==> config.mk <==
export PLATFORM = sky130hd
export DESIGN_NAME = ecd_top
export DESIGN_NICKNAME = d
export VERILOG_FILES = /design/src/rtl/ecd_pkg.sv /design/src/rtl/ecd_code_enc.sv /design/src/rtl/ecd_code_dec.sv /design/src/rtl/ecd_clk_gen.sv /design/src/rtl/ecd_top.sv
export SDC_FILE = /design/constraint.sdc
export NUM_CORES = 1
export LEC_CHECK = 0
export ABC_AREA = 1
export BUFFER_PORTS_ARGS = -buffer_cell sky130_fd_sc_hd__buf_2
export CELL_PAD_IN_SITES_DETAIL_PLACEMENT = 1
export CELL_PAD_IN_SITES_GLOBAL_PLACEMENT = 2
export CORE_ASPECT_RATIO = 1.75
export CORE_MARGIN = 3
export CORE_UTILIZATION = 37
export DETAILED_ROUTE_END_ITERATION = 10
export GPL_ROUTABILITY_DRIVEN = 0
export MAX_ROUTING_LAYER = met4
export PLACE_DENSITY_LB_ADDON = 0.08
export RECOVER_POWER = 100
export SLEW_MARGIN = 10
export SYNTH_ARGS = -nofsm -noshare
export SYNTH_HDL_FRONTEND = slang
export SYNTH_SLANG_ARGS = --single-unit
==> constraint.sdc <==
create_clock -name clk_i -period 177.4 [get_ports clk_i]
set_clock_uncertainty 0.1 [all_clocks]
set_input_delay 17.74 -clock clk_i [delete_from_list [all_inputs] [get_ports clk_i]]
set_output_delay 17.74 -clock clk_i [all_outputs]
set_load 0.005 [all_outputs]
==> src/rtl/ecd_pkg.sv <==
package ecd_pkg;
  localparam int CTRL_W   = 16;
  localparam int CODE_LSB = 2;
  localparam int CODE_W   = 6;
  localparam int SRC_BIT  = 0;
endpackage

==> src/rtl/ecd_code_enc.sv <==
module ecd_code_enc #(
  parameter int DIV_W       = 7,
  parameter int CODE_W      = 6,
  parameter int MIN_DIV     = 2,
  parameter int LIN_MAX_DIV = 8,
  parameter int MAX_DIV     = 96
) (
  input  logic [DIV_W-1:0]  req_div_i,
  output logic [DIV_W-1:0]  div_o,
  output logic [CODE_W-1:0] code_o
);
  localparam int LIN_LAST_CODE = LIN_MAX_DIV - MIN_DIV;

  int r, d, c;

  always_comb begin
    r = int'(req_div_i);
    if (r < MIN_DIV)                          d = MIN_DIV;
    else if (r >= MAX_DIV)                    d = MAX_DIV;
    else if (r > LIN_MAX_DIV && (r % 2) == 1) d = r + 1;  // round toward slower
    else                                      d = r;
    if (d <= LIN_MAX_DIV) c = d - MIN_DIV;
    else                  c = LIN_LAST_CODE + (d - LIN_MAX_DIV) / 2;
    div_o  = DIV_W'(d);
    code_o = CODE_W'(c);
  end
endmodule

==> src/rtl/ecd_code_dec.sv <==
module ecd_code_dec #(
  parameter int DIV_W       = 7,
  parameter int CODE_W      = 6,
  parameter int MIN_DIV     = 2,
  parameter int LIN_MAX_DIV = 8,
  parameter int MAX_DIV     = 96
) (
  input  logic [CODE_W-1:0] code_i,
  output logic [DIV_W-1:0]  div_o
);
  localparam int LIN_LAST_CODE = LIN_MAX_DIV - MIN_DIV;
  localparam int MAX_CODE      = LIN_LAST_CODE + (MAX_DIV - LIN_MAX_DIV) / 2;

  int c, d;

  always_comb begin
    c = int'(code_i);
    if (c <= LIN_LAST_CODE) d = c + MIN_DIV;
    else if (c >= MAX_CODE) d = MAX_DIV;
    else                    d = LIN_MAX_DIV + 2 * (c - LIN_LAST_CODE);
    div_o = DIV_W'(d);
  end
endmodule

==> src/rtl/ecd_clk_gen.sv <==
module ecd_clk_gen #(
  parameter int DIV_W   = 7,
  parameter int MIN_DIV = 2
) (
  input  logic             clk_i,
  input  logic             rst_ni,
  input  logic [DIV_W-1:0] nxt_div_i,
  output logic [DIV_W-1:0] act_div_o,
  output logic             clk_o
);
  logic [DIV_W-1:0] cnt_q, cnt_d, div_q, div_d;
  logic [DIV_W:0]   hi_d;
  logic             wrap, clk_q;

  assign wrap = (cnt_q == div_q - DIV_W'(1));

  always_comb begin
    if (wrap) begin
      cnt_d = '0;
      div_d = nxt_div_i;  // new ratio only at period boundary
    end else begin
      cnt_d = cnt_q + DIV_W'(1);
      div_d = div_q;
    end
    hi_d = ({1'b0, div_d} + (DIV_W+1)'(1)) >> 1;
  end

  always_ff @(posedge clk_i or negedge rst_ni) begin
    if (!rst_ni) begin
      cnt_q <= '0;
      div_q <= DIV_W'(MIN_DIV);
      clk_q <= 1'b1;
    end else begin
      cnt_q <= cnt_d;
      div_q <= div_d;
      clk_q <= ({1'b0, cnt_d} < hi_d);
    end
  end

  assign act_div_o = div_q;
  assign clk_o     = clk_q;

  p_cnt_range_r8: assert property (@(posedge clk_i) disable iff (!rst_ni)
    cnt_q < div_q);
  p_high_at_start_r8: assert property (@(posedge clk_i) disable iff (!rst_ni)
    (cnt_q == '0) |-> clk_q);
  p_low_at_end_r8: assert property (@(posedge clk_i) disable iff (!rst_ni)
    (cnt_q == div_q - DIV_W'(1)) |-> !clk_q);
  p_div_at_boundary_r9: assert property (@(posedge clk_i) disable iff (!rst_ni)
    (div_q != $past(div_q)) |-> ($past(cnt_q) == $past(div_q) - DIV_W'(1)));
endmodule

==> src/rtl/ecd_top.sv <==
module ecd_top #(
  parameter int DIV_W       = 7,
  parameter int MIN_DIV     = 2,
  parameter int LIN_MAX_DIV = 8,
  parameter int MAX_DIV     = 96,
  parameter int REF_KHZ     = 96000,
  parameter int RATE_W      = 17
) (
  input  logic                      clk_i,
  input  logic                      rst_ni,
  input  logic                      ctrl_we_i,
  input  logic [ecd_pkg::CTRL_W-1:0] ctrl_wdata_i,
  input  logic                      upd_i,
  input  logic [DIV_W-1:0]          req_div_i,
  output logic [ecd_pkg::CODE_W-1:0] code_o,
  output logic [DIV_W-1:0]          legal_div_o,
  output logic [ecd_pkg::CTRL_W-1:0] ctrl_o,
  output logic [DIV_W-1:0]          eff_div_o,
  output logic [RATE_W-1:0]         rate_khz_o,
  output logic                      clk_o
);
  import ecd_pkg::*;

  logic [CTRL_W-1:0] ctrl_q, ctrl_upd;
  logic [CODE_W-1:0] enc_code;
  logic [DIV_W-1:0]  enc_div, dec_div, act_div;

  ecd_code_enc #(.DIV_W(DIV_W), .CODE_W(CODE_W), .MIN_DIV(MIN_DIV),
                 .LIN_MAX_DIV(LIN_MAX_DIV), .MAX_DIV(MAX_DIV)) u_enc (
    .req_div_i(req_div_i), .div_o(enc_div), .code_o(enc_code));

  ecd_code_dec #(.DIV_W(DIV_W), .CODE_W(CODE_W), .MIN_DIV(MIN_DIV),
                 .LIN_MAX_DIV(LIN_MAX_DIV), .MAX_DIV(MAX_DIV)) u_dec (
    .code_i(ctrl_q[CODE_LSB +: CODE_W]), .div_o(dec_div));

  ecd_clk_gen #(.DIV_W(DIV_W), .MIN_DIV(MIN_DIV)) u_gen (
    .clk_i(clk_i), .rst_ni(rst_ni), .nxt_div_i(dec_div),
    .act_div_o(act_div), .clk_o(clk_o));

  always_comb begin
    ctrl_upd = ctrl_q;
    ctrl_upd[CODE_LSB +: CODE_W] = enc_code;
    ctrl_upd[SRC_BIT] = 1'b0;  // force reference source
  end

  always_ff @(posedge clk_i or negedge rst_ni) begin
    if (!rst_ni)        ctrl_q <= '0;
    else if (upd_i)     ctrl_q <= ctrl_upd;
    else if (ctrl_we_i) ctrl_q <= ctrl_wdata_i;
  end

  assign code_o      = enc_code;
  assign legal_div_o = enc_div;
  assign ctrl_o      = ctrl_q;
  assign eff_div_o   = act_div;
  assign rate_khz_o  = RATE_W'(32'(REF_KHZ) / 32'(act_div));

  p_upd_keep_r6: assert property (@(posedge clk_i) disable iff (!rst_ni)
    upd_i |=> (ctrl_q[CTRL_W-1:8] == $past(ctrl_q[CTRL_W-1:8])) &&
              (ctrl_q[1] == $past(ctrl_q[1])) && !ctrl_q[SRC_BIT]);
  p_upd_wins_r7: assert property (@(posedge clk_i) disable iff (!rst_ni)
    (upd_i && ctrl_we_i) |=> (ctrl_q[CODE_LSB +: CODE_W] == $past(enc_code)));
  p_enc_legal_r4: assert property (@(posedge clk_i) disable iff (!rst_ni)
    (int'(enc_div) <= LIN_MAX_DIV) || !enc_div[0]);
  p_enc_slower_r4: assert property (@(posedge clk_i) disable iff (!rst_ni)
    (int'(req_div_i) <= MAX_DIV) |-> (enc_div >= req_div_i));
  p_div_range_r11: assert property (@(posedge clk_i) disable iff (!rst_ni)
    (int'(act_div) >= MIN_DIV) && (int'(act_div) <= MAX_DIV));
endmodule

==> impl_metrics.tcl, run 1 <==
set metrics [dict create \
    critical-path-top-cell-by-count "nand2_1" \
    critPathMaxFanout 46 \
    worstSetupPathType "reg2out" \
    drcViolationCount 0 \
    fraction_of_final_layout_cells_with_drive_strength_greater_than_1 0.118 \
    vias_in_the_first_global_route 31400 \
    status "finished, violations left" \
    fp.coreArea_um2 68600 \
    final.period_utilization 0.513 \
    ir_worst_vdd_v 0.00000265 \
    dr_total_vias 29800 \
    overall_global_routing_usage 0.272 \
    wl_per_cell_um 17.3 \
    grt_remaining_overflow 0 \
    failed_checks "max-capacitance violations, max-slew violations" \
    maxCapViolations 6 \
    synth.avg_cell_area_um2 5.44 \
    max-slew-margin-rel -0.488 \
    placementRows 127 \
    clkSinkCount 31 \
    power.share.clock 0.426 \
    timing.critical_path.max_delay_family "simple AND/OR/NAND/NOR gates" \
    layout_commonest_cell "nand2_1" \
    clk_root_buffer_cell "clkbuf_16" \
    postLayoutCellArea_um2 26600 \
    critical_path_required_ns 159.56 \
    post_drt_via_cell_ratio 5.27 \
    nNetsFinal 4964 \
    synthDominantCellAreaShare 0.191 \
    post_cts_hold_buffer_count 0 \
    worstPathArrival_ns 73.10 \
    route.top_layer_used "met4" \
    cpPeakStageDelay_ns 2.02 \
    final_max_slew_viol_count 217 \
    drt-initial-drc-count 897 \
    grt_antenna_before_repair 1 \
    power-per-cell-area_nw_per_um2 0.879 \
    power.share.switching 0.293 \
    synth_top_cell_by_area "nand2_1" \
    placement.cell_area_um2 26600 \
    ys_warn_count 0 \
    pwr-share-seq 0.340 \
    clk-insertion-delay-late_ns 0.28 \
    period_minus_slack_ns 90.94 \
    rsz0062_at_grt "no" \
    routed-wl-met3_um 937 \
    internal-power_w 0.0000165 \
    die_wd_um 205 \
    cts_buffers 5 \
    synth.yosys.seq_area_share 0.0303 \
    synth_fp_nets 4936 \
    relative_contribution_of_combinational_cells_to_total_power 0.234 \
    worst_path_max_delay_cell "clkinvlp_2" \
    cp-end-kind "primary output" \
    grt_pass1_wl_um 158000 \
    clock_pin_transition_on_the_worst_setup_and_hold_timing_paths_ns 0.05 \
    setup_viol 0 \
    maximum_number_of_buffers_from_clock_root_to_sink 2 \
    synth-seq-cells 31 \
    htree_levels 2 \
    start_util 0.374 \
    dieHeight_um 354 \
    fmax_ghz 0.0110 \
    worst_pin_slew_ns 2.22 \
    drt-met1-wl_um 35300 \
    design.portCount 81 \
    met2_wirelength_um 56300 \
    min-delay-start "ctrl_o[13]" \
    critical_path_buf_inv_count 55 \
    die-area_um2 72700 \
    area_growth_syn_to_layout_pct 3.81 \
    routed_wirelength_um 97700 \
    most-common-layout-cells "nand2_1 (1304), inv_1 (660), nor2_1 (504)" \
    syn_inst 4718 \
    grt_max_degree 47 \
    worst_setup_path_startpoint "u_gen.act_div_o[0]" \
    rr_startpoint "u_gen.act_div_o[0]" \
    setup-tns-final_ns 0 \
    yosys-top-cells-area "nand2_1 (19%), inv_1 (9.7%), nand3_1 (9.4%), ha_1 (9.3%), nor2_1 (7.3%)" \
    cts.repair_timing.setup_buffer_count 0 \
    place.port_buffers 80 \
    final-hold-violation-count 0 \
    power.net_switching_w 0.00000685 \
    hp-class "reg2reg" \
    yosys.cell_types.count 70 \
    critPathLaunchType "register" \
    drtPass1Iterations 4 \
    cts-resized-gates 0 \
    tritoncts "done" \
    ant_nets 0 \
    detailedPlacementHpwl_um 84800 \
    p_leak_nw 15.5 \
    post_synth_instance_area_um2 25700 \
]
routing by layer:
layer | vias up | global-route usage
li1 | 15200 | -
met1 | 14000 | 0.255
met2 | 299 | 0.558
met3 | 221 | 0.00835
met4 | 0 | 0.117
met5 | - | -
cells by family after synthesis:
| family | share of synthesized area |
|---|---|
| and+or+nand+nor | 0.539 |
| buffers and inverters | 0.140 |
| AOI/OAI and AO/OA | 0.121 |
| xor gates and xnor gates | 0.0762 |
| adders and majority gates | 0.0931 |
| DFF | 0.0303 |
metrics by stage:
stage / power, W / hold WS (ns) / worst slack (ns) / instances / utilization
6_report: 0.0000234 / 0.366 / 86.46 / 5651 / 0.388
5_1_grt: 0.0000248 / 0.403 / 77.25 / 5650 / 0.388
4_1_cts: 0.0000238 / 0.367 / 97.10 / 5650 / 0.390
3_5_place_dp: 0.0000138 / 0.354 / 97.51 / 5642 / 0.388
3_3_place_gp: 0.0000137 / 0.350 / 99.55 / 5642 / 0.388
2_1_floorplan: 0.0000113 / 0.365 / 107.28 / 4718 / -
synthesized netlist by cell type, drive strengths merged:
cell type and n:
nor3b 2, bufinv 1, nand3b 36, o21ai 278
and3 1, a22o 1, nor4b 1, inv 740
a41oi 1, a221oi 3, xor2 149, nand3 558
or2 16, buf 48, o31ai 8, nor2 609
dfstp 2, a31oi 9, o311a 1, a211o 2
xnor2 72, a311oi 1, o211ai 19, o21bai 26
nand4 149, nor3 32, a211oi 2, o2111ai 5
a2111oi 1, a21boi 2, clkbuf 22, clkinvlp 1
o21a 11, dfrtp 29, clkinv 28, a21oi 164
nand2 1484, ha 191, a21o 9, and2 4
power by group through the flow:
stage	clock, W	combinational, W	sequential (W)
2_1_floorplan	0	0.00000325	0.00000806
3_3_place_gp	0	0.00000570	0.00000804
3_5_place_dp	0	0.00000575	0.00000806
4_1_cts	0.0000101	0.00000579	0.00000795
5_1_grt	0.0000105	0.00000629	0.00000802
6_report	0.00000997	0.00000548	0.00000796
registers in the layout, indices dropped and copies added (netlist names):
signal / flops
u_gen.act_div_o: 7
ctrl_o: 16
u_gen.clk_o: 1
u_gen.cnt_q: 7
path summary, 6_finish.rpt:
path | endpoint | slack (ns) | depth (start not counted)
min reg2reg | ctrl_o[13] | 0.37 | 2
min | ctrl_o[13] | 0.37 | 2
max in group asynchronous | u_gen.act_div_o[0] | 158.39 | 1
max | rate_khz_o[0] | 86.46 | 371
min in group asynchronous | ctrl_o[12] | 17.80 | 1
max reg2reg | u_gen.clk_o | 169.29 | 17
tightest hold or removal path: stages (launching register included):
cell and delay, ns:
dfrtp_1 0.34, nand2_1 0.05, nand2_1 0.05
area by class of cell:
cell class              count  area, um^2
diodes                      1        2.50
clock buffers               6         139
clock inverters             2        35.0
fillers                 10000       42000
inverters                 770        2940
multi-input cells        3847       21200
flip-flops and latches     31         778
well taps                 903        1130
repair buffers             91         432
(Power assumes the default switching activity.)
==> run 2: changes to the inputs <==
- CORE_UTILIZATION: 37 -> 34
- clock period: 177.4 -> 91.4 ns (I/O delays scaled with it)
==> run 2 against run 1 <==
  * The flow still finishes with violations (max-capacitance violations, max-slew violations)
  * Routed wire length increased by 5.7%
  * Clock-buffer cell count did not move
  * Utilization shrank 2.9 points
  * Sequential power up 95%
  * Clock power grew 68%
  * Die area is 8.6% higher
  * Non-clock buffer count is 1 higher
  * Flip-flop and latch count unchanged
  * Global-route usage down 0.78 points
  * Critical path depth increased by 1
==> impl_metrics.tcl, run 2 (same netlist as run 1, synthesis figures left out) <==
set metrics [dict create \
    status "finished, violations left" \
    failed_checks "max-capacitance violations, max-slew violations" \
    design.portCount 81 \
    worst_path_max_delay_cell "clkbuf_1" \
    worstSetupPathType "reg2out" \
    postLayoutCellArea_um2 26700 \
    antenna-diode-count 0 \
    maxCapViolations 5 \
    critPathMaxFanout 39 \
    detailedPlacementHpwl_um 89600 \
    drtPass1Iterations 4 \
    routed_wirelength_um 103000 \
    overall_global_routing_usage 0.264 \
    r2r-end "u_gen.clk_o" \
    power.net_switching_w 0.0000137 \
    clock_pin_transition_on_the_worst_setup_and_hold_timing_paths_ns 0.05 \
    drt-initial-drc-count 784 \
    worst_setup_path_startpoint "u_gen.act_div_o[0]" \
    cts.repair_timing.setup_buffer_count 0 \
    internal-power_w 0.0000291 \
    min-delay-start "ctrl_o[15]" \
    dieHeight_um 369 \
    setup_viol 0 \
    dp_cells 5678 \
    hp-class "reg2reg" \
    grt_max_degree 40 \
    final-hold-violation-count 0 \
    rsz0062_at_grt "no" \
    total_power_w 0.0000428 \
    rr_startpoint "u_gen.act_div_o[0]" \
    fmax_ghz 0.0130 \
    drcViolationCount 0 \
    final_max_slew_viol_count 150 \
    grt_pass1_wl_um 163000 \
    most-common-layout-cells "nand2_1 (1303), inv_1 (660), nor2_1 (503)" \
    relative_contribution_of_combinational_cells_to_total_power 0.250 \
    place.port_buffers 80 \
    critPathLaunchType "register" \
    reg2regPathDepth 18 \
    setup-tns-final_ns 0 \
    power.share.clock 0.389 \
    clk-insertion-delay-late_ns 0.28 \
    start_util 0.345 \
    critical-path-top-cell-by-count "nand2_1" \
    ir_worst_vdd_v 0.00000491 \
    die_wd_um 214 \
    final.period_utilization 0.844 \
    period_minus_slack_ns 77.15 \
    cts-resized-gates 0 \
    power.share.switching 0.319 \
    area_growth_syn_to_layout_pct 4.09 \
    placement.cell_area_um2 26700 \
    clk_root_buffer_cell "clkbuf_16" \
    vias_in_the_first_global_route 31700 \
    worst_pin_slew_ns 2.17 \
    htree_levels 2 \
    maximum_number_of_buffers_from_clock_root_to_sink 2 \
    cpPeakStageDelay_ns 1.60 \
    layoutNonFillerInstCount 5685 \
    worst_hold_path.num_cells 2 \
    grt_antenna_before_repair 0 \
    dr_total_vias 29900 \
    grt_remaining_overflow 0 \
    nNetsFinal 4965 \
    placementRows 132 \
    max-slew-margin-rel -0.447 \
    worstPathArrival_ns 67.91 \
    post_cts_hold_buffer_count 0 \
    setup.reg_to_reg.worst_slack_ns 83.02 \
    critical_path_required_ns 82.16 \
    fraction_of_final_layout_cells_with_drive_strength_greater_than_1 0.118 \
    max_reg_flops 16 \
    layout_commonest_cell "nand2_1" \
    pwr-share-seq 0.361 \
    clkSinkCount 31 \
    die-area_um2 78900 \
    num-fill-cells 10600 \
    cts_buffers 5 \
    ant_nets 0 \
    cp-end-kind "primary output" \
    hold-path-endpoint "ctrl_o[15]" \
    tritoncts "done" \
    worst_slack_on_hold_paths_ns 0.371 \
    p_leak_nw 15.5 \
    wl_per_cell_um 18.2 \
    post_drt_via_cell_ratio 5.26 \
    fp.coreArea_um2 74300 \
    power-per-cell-area_nw_per_um2 1.60 \
]
[run 2: worst max-delay path by stage]
stage	to	slack (ns)
floorplan	rate_khz_o[0]	29.88
global placement	rate_khz_o[0]	21.48
detailed placement	rate_khz_o[0]	19.78
CTS	rate_khz_o[0]	19.30
global route	rate_khz_o[0]	6.21
finish	rate_khz_o[0]	14.25
[run 2: area by class of cell]
type	instances	area [um^2]	area share
clock buffers	6	139	0.00520
clock inverters	1	5.00	0.000187
inverters	770	2940	0.110
multi-input cells	3847	21200	0.795
flip-flops and latches	31	778	0.0291
well taps	938	1170	0.0439
repair buffers	92	434	0.0163
[run 2: metal layers]
layer	vias up	routed length (um)	global-route usage
li1	15200	-	-
met1	14100	35200	0.227
met2	329	60900	0.561
met3	229	1470	0.0131
met4	0	5730	0.121
met5	-	0	-
[run 2: per-stage QoR]
| step | setup slack [ns] | util |
|---|---|---|
| after floorplan | 29.88 | - |
| after global placement | 21.48 | 0.359 |
| after detailed placement | 19.78 | 0.359 |
| after CTS | 19.30 | 0.361 |
| after global routing | 6.21 | 0.359 |
| final | 14.25 | 0.359 |
[run 2: critical path: cells and delay by family (launching register included)]
| family | cells | cell delay, ns |
|---|---|---|
| compound gates | 96 | 17.50 |
| fa+ha+maj | 31 | 10.78 |
| buf+inv | 53 | 9.27 |
| flops | 1 | 0.94 |
| simple gates | 192 | 28.91 |
[run 2: power groups by stage]
stage	combinational [W]	clock [W]	sequential, W
3_3_place_gp	0.0000112	0	0.0000156
5_1_grt	0.0000123	0.0000175	0.0000156
4_1_cts	0.0000115	0.0000171	0.0000154
6_report	0.0000107	0.0000167	0.0000155
3_5_place_dp	0.0000114	0	0.0000157
2_1_floorplan	0.00000629	0	0.0000156
